### config.mk
export PLATFORM = sky130hd
export DESIGN_NAME = dmafe_regfront
export DESIGN_NICKNAME = d
export VERILOG_FILES = /design/src/rtl/dmafe_pkg.sv /design/src/rtl/dmafe_decode.sv /design/src/rtl/dmafe_chan_regs.sv /design/src/rtl/dmafe_rdmux.sv /design/src/rtl/dmafe_regfront.sv
export SDC_FILE = /design/constraint.sdc
export NUM_CORES = 2
export LEC_CHECK = 0
export ABC_AREA = 1
export ABC_CLOCK_PERIOD_IN_PS = 1900
export BUFFER_PORTS_ARGS = -buffer_cell sky130_fd_sc_hd__buf_4
export CORE_MARGIN = 10
export CORE_UTILIZATION = 50
export DETAILED_ROUTE_END_ITERATION = 16
export HOLD_SLACK_MARGIN = 0.03
export PLACE_DENSITY = 0.78
export REMOVE_ABC_BUFFERS = 1
export SYNTH_ARGS = -nofsm -noshare
export SYNTH_HDL_FRONTEND = slang
export SYNTH_SLANG_ARGS = --single-unit
### constraint.sdc
create_clock -name clk -period 1.9 [get_ports clk]
set_clock_uncertainty 0.15 [all_clocks]
set_input_delay 0 -clock clk [delete_from_list [all_inputs] [get_ports clk]]
set_output_delay 0 -clock clk [all_outputs]
set_load 0.01 [all_outputs]
### src/rtl/dmafe_pkg.sv
// Package: shared constants and types for the DMA register front end.
// Assumes 32-bit data and 12-bit window offsets.
package dmafe_pkg;
    localparam int DATA_W = 32;
    localparam int ADDR_W = 12;

    // Per-channel register offsets (within a 256-byte window)
    localparam logic [7:0] OFF_CS      = 8'h00;
    localparam logic [7:0] OFF_CB      = 8'h04;
    localparam logic [7:0] OFF_VIEW_LO = 8'h08;
    localparam logic [7:0] OFF_VIEW_HI = 8'h1C;
    localparam logic [7:0] OFF_DBG     = 8'h20;

    // Global region of the main window
    localparam logic [ADDR_W-1:0] GLB_BASE   = 12'hF00;
    localparam logic [ADDR_W-1:0] GLB_STATUS = 12'hFE0;
    localparam logic [ADDR_W-1:0] GLB_ENABLE = 12'hFF0;

    // Control/status bit positions
    localparam int CS_ACTIVE = 0;
    localparam int CS_END    = 1;
    localparam int CS_INT    = 2;
    localparam int CS_ABORT  = 30;
    localparam int CS_RESET  = 31;
    localparam logic [DATA_W-1:0] CS_WMASK = 32'h30FF_0001;

    typedef enum logic [2:0] {
        RK_NONE,
        RK_CS,
        RK_CB,
        RK_VIEW,
        RK_DBG,
        RK_STATUS,
        RK_ENABLE
    } reg_kind_e;
endpackage

### src/rtl/dmafe_decode.sv
// Module: address decoder. Turns window select plus offset into a register
// kind, a channel index and a descriptor view index. Purely combinational.
// Assumes NUM_CH <= 16 and that the last channel lives only in the alt window.
module dmafe_decode
    import dmafe_pkg::*;
#(
    parameter int NUM_CH = 16,
    parameter int CH_W   = $clog2(NUM_CH)
) (
    input  logic              alt_win,
    input  logic [ADDR_W-1:0] addr,
    output reg_kind_e         kind,
    output logic [CH_W-1:0]   chan,
    output logic [2:0]        view_sel
);
    localparam int LAST_CH = NUM_CH - 1;

    logic [7:0] off;
    logic       main_chan_hit;
    reg_kind_e  chan_kind;

    // Offset within the channel window and main-window channel range check
    always_comb begin
        off           = addr[7:0];
        main_chan_hit = (addr < GLB_BASE) && (int'(addr[11:8]) < LAST_CH);
    end

    // Register kind inside one channel window
    always_comb begin
        chan_kind = RK_NONE;
        if (off[1:0] == 2'b00) begin
            if (off == OFF_CS)
                chan_kind = RK_CS;
            else if (off == OFF_CB)
                chan_kind = RK_CB;
            else if (off == OFF_DBG)
                chan_kind = RK_DBG;
            else if (off >= OFF_VIEW_LO && off <= OFF_VIEW_HI)
                chan_kind = RK_VIEW;
        end
    end

    // Final kind and channel selection across both windows
    always_comb begin
        kind     = RK_NONE;
        chan     = CH_W'(addr[11:8]);
        view_sel = off[4:2] - 3'd2;
        if (alt_win) begin
            chan = CH_W'(LAST_CH);
            kind = chan_kind;
        end else if (main_chan_hit) begin
            kind = chan_kind;
        end else if (addr == GLB_STATUS) begin
            kind = RK_STATUS;
        end else if (addr == GLB_ENABLE) begin
            kind = RK_ENABLE;
        end
    end
endmodule

### src/rtl/dmafe_chan_regs.sv
// Module: one channel's register set: control/status word, descriptor
// address and debug word. Applies the control/status write rules, engine
// completion/interrupt events and generates the start pulse.
// Assumes at most one software write strobe is active per cycle.
module dmafe_chan_regs
    import dmafe_pkg::*;
#(
    parameter int DW = DATA_W
) (
    input  logic          clk,
    input  logic          rst_n,
    input  logic          wr_cs,
    input  logic          wr_cb,
    input  logic          wr_dbg,
    input  logic [DW-1:0] wdata,
    input  logic          eng_irq,
    input  logic          eng_end,
    output logic [DW-1:0] cs_q,
    output logic [DW-1:0] cb_q,
    output logic [DW-1:0] dbg_q,
    output logic          start_q
);
    logic [DW-1:0] cs_base;
    logic [DW-1:0] cs_d;
    logic [DW-1:0] cb_d;
    logic          start_d;

    // Next control/status value: software rules first, engine events on top
    always_comb begin
        cs_base = wdata[CS_RESET] ? '0 : cs_q;
        if (wdata[CS_END])
            cs_base[CS_END] = 1'b0;
        if (wdata[CS_INT])
            cs_base[CS_INT] = 1'b0;
        if (wr_cs)
            cs_d = (cs_base & ~CS_WMASK) | (wdata & CS_WMASK);
        else if (eng_end)
            cs_d = cs_q & ~(DW'(1) << CS_ACTIVE);
        else
            cs_d = cs_q;
        if (eng_end)
            cs_d[CS_END] = 1'b1;
        if (eng_irq)
            cs_d[CS_INT] = 1'b1;
    end

    // Start request on a software-caused rise of the active bit
    always_comb begin
        start_d = wr_cs && !cs_q[CS_ACTIVE] && wdata[CS_ACTIVE];
    end

    // Descriptor address: channel reset clears it, plain write loads it
    always_comb begin
        if (wr_cs && wdata[CS_RESET])
            cb_d = '0;
        else if (wr_cb)
            cb_d = wdata;
        else
            cb_d = cb_q;
    end

    // State registers of the channel
    always_ff @(posedge clk) begin
        if (!rst_n) begin
            cs_q    <= '0;
            cb_q    <= '0;
            dbg_q   <= '0;
            start_q <= 1'b0;
        end else begin
            cs_q    <= cs_d;
            cb_q    <= cb_d;
            start_q <= start_d;
            if (wr_dbg)
                dbg_q <= wdata;
        end
    end
endmodule

### src/rtl/dmafe_rdmux.sv
// Module: read data selection across channel registers, the engine view
// port and the global registers. Combinational; the top registers it.
// Assumes NUM_CH is a power of two so every channel index is in range.
module dmafe_rdmux
    import dmafe_pkg::*;
#(
    parameter int NUM_CH = 16,
    parameter int CH_W   = $clog2(NUM_CH),
    parameter int DW     = DATA_W
) (
    input  reg_kind_e       kind,
    input  logic [CH_W-1:0] chan,
    input  logic [DW-1:0]   cs_arr  [NUM_CH],
    input  logic [DW-1:0]   cb_arr  [NUM_CH],
    input  logic [DW-1:0]   dbg_arr [NUM_CH],
    input  logic [DW-1:0]   view_data,
    input  logic [NUM_CH-1:0] status,
    input  logic [NUM_CH-1:0] enable,
    output logic [DW-1:0]   rdata
);
    // Select the read word by register kind
    always_comb begin
        case (kind)
            RK_CS:     rdata = cs_arr[chan];
            RK_CB:     rdata = cb_arr[chan];
            RK_DBG:    rdata = dbg_arr[chan];
            RK_VIEW:   rdata = view_data;
            RK_STATUS: rdata = DW'(status);
            RK_ENABLE: rdata = DW'(enable);
            default:   rdata = '0;
        endcase
    end
endmodule

### src/rtl/dmafe_regfront.sv
// Module: top of the DMA register front end. Decodes bus accesses, holds
// per-channel registers and the global enable word, gathers interrupt
// flags into the status word and returns read data one cycle later.
// Assumes one access per cycle and fixed 32-bit accesses.
module dmafe_regfront
    import dmafe_pkg::*;
#(
    parameter int NUM_CH = 16,
    parameter int CH_W   = $clog2(NUM_CH),
    parameter int DW     = DATA_W,
    parameter int AW     = ADDR_W
) (
    input  logic                 clk,
    input  logic                 rst_n,
    input  logic                 req_valid,
    output logic                 req_ready,
    input  logic                 req_write,
    input  logic                 req_alt_win,
    input  logic [AW-1:0]        req_addr,
    input  logic [DW-1:0]        req_wdata,
    output logic                 rsp_valid,
    output logic [DW-1:0]        rsp_rdata,
    output logic [CH_W-1:0]      view_chan,
    output logic [2:0]           view_sel,
    input  logic [DW-1:0]        view_data,
    input  logic [NUM_CH-1:0]    eng_irq,
    input  logic [NUM_CH-1:0]    eng_end,
    output logic [NUM_CH-1:0]    chan_start,
    output logic [NUM_CH-1:0]    chan_enable,
    output logic [NUM_CH*DW-1:0] chan_cb_addr,
    output logic [NUM_CH-1:0]    irq_out
);
    reg_kind_e         kind;
    logic [CH_W-1:0]   chan;
    logic              do_wr;
    logic              do_rd;
    logic [DW-1:0]     cs_arr  [NUM_CH];
    logic [DW-1:0]     cb_arr  [NUM_CH];
    logic [DW-1:0]     dbg_arr [NUM_CH];
    logic [NUM_CH-1:0] status;
    logic [NUM_CH-1:0] enable_q;
    logic [DW-1:0]     rd_word;

    // Bus handshake: every presented request is taken at once
    always_comb begin
        req_ready = 1'b1;
        do_wr     = req_valid && req_write;
        do_rd     = req_valid && !req_write;
    end

    dmafe_decode #(
        .NUM_CH (NUM_CH),
        .CH_W   (CH_W)
    ) u_decode (
        .alt_win  (req_alt_win),
        .addr     (req_addr),
        .kind     (kind),
        .chan     (chan),
        .view_sel (view_sel)
    );

    // Engine view port follows the decoded channel
    always_comb begin
        view_chan = chan;
    end

    for (genvar c = 0; c < NUM_CH; c++) begin : g_chan
        logic sel;

        // Channel hit for this instance
        always_comb begin
            sel = do_wr && (chan == CH_W'(c));
        end

        dmafe_chan_regs #(
            .DW (DW)
        ) u_regs (
            .clk     (clk),
            .rst_n   (rst_n),
            .wr_cs   (sel && (kind == RK_CS)),
            .wr_cb   (sel && (kind == RK_CB)),
            .wr_dbg  (sel && (kind == RK_DBG)),
            .wdata   (req_wdata),
            .eng_irq (eng_irq[c]),
            .eng_end (eng_end[c]),
            .cs_q    (cs_arr[c]),
            .cb_q    (cb_arr[c]),
            .dbg_q   (dbg_arr[c]),
            .start_q (chan_start[c])
        );

        // Per-channel outputs gathered from the channel registers
        always_comb begin
            status[c]                 = cs_arr[c][CS_INT];
            chan_cb_addr[c*DW +: DW]  = cb_arr[c];
        end
    end

    // Interrupt lines mirror the status word
    always_comb begin
        irq_out     = status;
        chan_enable = enable_q;
    end

    dmafe_rdmux #(
        .NUM_CH (NUM_CH),
        .CH_W   (CH_W),
        .DW     (DW)
    ) u_rdmux (
        .kind      (kind),
        .chan      (chan),
        .cs_arr    (cs_arr),
        .cb_arr    (cb_arr),
        .dbg_arr   (dbg_arr),
        .view_data (view_data),
        .status    (status),
        .enable    (enable_q),
        .rdata     (rd_word)
    );

    // Global enable register
    always_ff @(posedge clk) begin
        if (!rst_n)
            enable_q <= '1;
        else if (do_wr && kind == RK_ENABLE)
            enable_q <= req_wdata[NUM_CH-1:0];
    end

    // Registered read response, one cycle after acceptance
    always_ff @(posedge clk) begin
        if (!rst_n) begin
            rsp_valid <= 1'b0;
            rsp_rdata <= '0;
        end else begin
            rsp_valid <= do_rd;
            if (do_rd)
                rsp_rdata <= rd_word;
        end
    end
endmodule

==> impl_metrics.env <==
export IMPL_io_buffers=712
export IMPL_die_h_um=356.2
export IMPL_rsz0062_at_grt="true"
export IMPL_antenna_left=0
export IMPL_end_kind="register"
export IMPL_r2r_start="g_chan[8].u_regs.cb_q[15]"
export IMPL_cap_violations=0
export IMPL_ys_top_cells_by_area="dfxtp_1 46%, nor2_1 10%, nand2_1 9.1%"
export IMPL_pwr_share_seq=0.447
export IMPL_status="completed"
export IMPL_switchingPower_mw=15.76
export IMPL_hp_class="in2reg"
export IMPL_dp_hpwl_mm=193.0
export IMPL_cts_tree="built"
export IMPL_clk_latency_ns=0.77
export IMPL_clkSinkCount=1297
export IMPL_maxSlewHeadroom=0.5586
export IMPL_cp_required_ns=2.45
export IMPL_finish_net_count=9018
export IMPL_crit_slowest_cell="dfxtp_1"
export IMPL_num_io_pins=714
export IMPL_antenna_found_initial=21
export IMPL_path_class="reg2reg"
export IMPL_reg2reg_to="rsp_rdata[15]"
export IMPL_first_pass_iters=8
export IMPL_grt_overflow=0
export IMPL_slowest_delay_ns=0.48
export IMPL_syn_to_final_growth_pct=32.35
export IMPL_path_cells="o22ai_1 > o21ai_0 > nand2_1 > nor2_2 > nand2_1 > nand3_1 > nand2_1 > a21oi_1"
export IMPL_hold_path_startpoint="rst_n"
export IMPL_worst_pin_slew_ns=0.6621
export IMPL_switching_share=0.2583
export IMPL_syn_avg_cell_area_um2=7.111
export IMPL_hold_viol_final=0
export IMPL_design_die_area_um2=126900
export IMPL_ys_types=34
export IMPL_synth_seq_cells=1297
export IMPL_fill_cells=9279
export IMPL_cp_max_fo=2
export IMPL_clk_pin_slew_ns=0.06
export IMPL_final_layout_size_suffix_gt1_frac=0.2122
export IMPL_grt_max_degree=96
export IMPL_synth_edf_count=0
export IMPL_routedWlPerCell_um=27.60
export IMPL_worstSetupStartpointType="register"
export IMPL_p_clk_frac=0.456
export IMPL_die_w_um=356.2
export IMPL_seq_area_frac_synth=0.4595
export IMPL_reg2reg_depth=8
export IMPL_maxSlewViolCount=0
export IMPL_async_flop_share=0
export IMPL_finalCoreUtilization=0.6656
export IMPL_finalSetupViolations=0
export IMPL_vias_per_cell=6.297
export IMPL_p_leak_nw=31.10
export IMPL_yosysWarnings=0
export IMPL_r2r_slack_ns=0.001
export IMPL_cp_arrival_ns=2.45
export IMPL_internal_power_mw=45.28
export IMPL_drtIter0Drc=11370
export IMPL_pwr_share_comb=0.097
export IMPL_cts_made_buffers=138
export IMPL_p_per_area_nw_per_um2=816.3
export IMPL_crit_family="simple AND/OR/NAND/NOR gates"
export IMPL_clk_path_buf_depth=3
export IMPL_place_gp_congestion=1.027
export IMPL_synth_top_cell_area_share=0.4595
export IMPL_grt_pass1_wl_mm=408.6
export IMPL_crit_buf_inv=0
export IMPL_grt_pass1_vias=61270
export IMPL_drc=0
export IMPL_hold_path_depth=4
export IMPL_syn_area_um2=56500
export IMPL_ir_worst_vdd_v=0.0007174
export IMPL_finalCritPeriodShare=0.9993
export IMPL_vias=66290
export IMPL_place_inst=10090
export IMPL_core_rowCount=123
export IMPL_synthCells=7946
export IMPL_crit_top_cell="nand2_1"
export IMPL_grt_total_usage=0.4256
export IMPL_hold_end="g_chan[7].u_regs.cs_q[17]"
export IMPL_wirelength_mm=290.6
export IMPL_cts_htree_levels=4
export IMPL_fmaxAchievable_ghz=0.5267
export IMPL_yosys_area_top_type="dfxtp_1"
export IMPL_final_cells=10530
export IMPL_ys_flop_type="dfxtp_1"
export IMPL_core_um2=112300
export IMPL_initial_core_util=0.5030
export IMPL_cts_root_buf="clkbuf_16"
export IMPL_final_min_clock_period_ns=1.899
==> cells in the mapped netlist, drive strengths merged, types with 2 or more instances <==
library cell  count
a21boi            7
a21oi           798
o21bai           13
and3              2
a211oi          512
nand4            28
o21ai           376
dfxtp          1297
nor3             22
o22ai           173
inv             268
nor2           1604
or2              50
buf             239
nand2          1366
nand3           587
a22oi             9
clkinv           21
o211ai           44
clkbuf          526
==> sequential cells by signal (all words and copies together), names as in the netlist <==
| register | cells |
|---|---|
| g_chan.u_regs.cs_q | 208 |
| chan_enable | 16 |
| g_chan.u_regs.start_q | 16 |
| rsp_valid | 1 |
| g_chan.u_regs.dbg_q | 512 |
| rsp_rdata | 32 |
| g_chan.u_regs.cb_q | 512 |
==> layout by cell type, fill, tap and decap left out, drive strengths merged, types with 173 or more instances in the layout <==
cell type | synthesis | final
nand2 | 1366 | 1366
buf | 239 | 1429
a21oi | 798 | 798
clkbuf | 526 | 227
dfxtp | 1297 | 1297
a211oi | 512 | 512
nor2 | 1604 | 1604
inv | 268 | 275
o22ai | 173 | 173
o21ai | 376 | 376
nand3 | 587 | 587
==> final cells by class <==
type	instances	area [um2]	area share
multi-input combinational	5595	26880	0.3595
timing repair buffer	1583	14260	0.1908
antenna	17	42.54	0.0005689
clock inverter	34	346.6	0.004635
tap	1500	1877	0.02510
sequential	1297	26010	0.3478
inverter	289	1107	0.01481
clock buffer	213	4255	0.05690
==> per-layer routing <==
metal | GRT usage | vias to the layer above | wire, um
met5 | 0 | - | 65
met4 | 0.3070 | 10 | 26770
li1 | - | 28470 | -
met3 | 0.1632 | 1531 | 47180
met1 | 0.5181 | 30410 | 99570
met2 | 0.6095 | 5872 | 117000
==> worst register-to-register path, cell delays in order (launching register included) <==
cell and delay [ns]:
dfxtp_1 0.48, o22ai_1 0.13, o21ai_0 0.32, nand2_1 0.12
nor2_2 0.22, nand2_1 0.13, nand3_1 0.10, nand2_1 0.07
a21oi_1 0.14
==> logic make-up after synthesis <==
group,after synthesis,synth area share
and+or+nand+nor,3660,0.2626
DFF,1297,0.4595
other,1,0.00006637
AOI/OAI and AO/OA,1933,0.2017
buffers and inverters,1054,0.07591
adders and majority gates,1,0.0002214
==> stage by stage <==
stage	total power, mW	setup slack, ns	cell area (um2)	hold slack (ns)	TNS, ns
after detailed placement	33.17	-0.6642	67940	0.06365	-469.74
after CTS	60.47	0.02357	73990	0.03409	0
after global routing	62.09	-0.04692	74750	0.07124	-0.08390
final	61.04	0.001350	74780	0.05630	0
after floorplan	30.35	-8.202	53300	-0.1500	-9174.09
after global placement	33.14	-0.6463	67940	0.05765	-455.96
==> power by group through the flow <==
| stage | clock network, mW | registers, mW | logic (mW) |
|---|---|---|---|
| 2_1_floorplan | 0 | 27.9 | 2.45 |
| 3_3_place_gp | 0 | 27.9 | 5.26 |
| 3_5_place_dp | 0 | 27.9 | 5.28 |
| 4_1_cts | 27.6 | 27.3 | 5.58 |
| 5_1_grt | 28.7 | 27.3 | 6.13 |
| 6_report | 27.8 | 27.3 | 5.95 |
==> worst max path at each step <==
stage          slack [ns]                    endpoint  cells after the start                       start
6_report            0.001               rsp_rdata[15]                      8   g_chan[8].u_regs.cb_q[15]
2_1_floorplan       -8.20  g_chan[14].u_regs.dbg_q[0]                      8                 req_addr[8]
3_3_place_gp        -0.65                rsp_rdata[1]                     17                 req_addr[8]
3_5_place_dp        -0.66                rsp_rdata[1]                     17                 req_alt_win
4_1_cts              0.02               rsp_rdata[19]                     16                 req_addr[7]
5_1_grt             -0.05               rsp_rdata[20]                     11  g_chan[13].u_regs.cb_q[20]
==> timing repair <==
item / CTS / global route
hold endpoints to repair: 1297 / 0
pin swaps: 1 / 16
endpoints found under the setup margin: 4 / 411
resized for setup: 5 / 111
setup buffers: 0 / 18
gates cloned: 0 / 14
hold buffers: 143 / 0
Note: power is estimated with default switching activity, not from simulation.
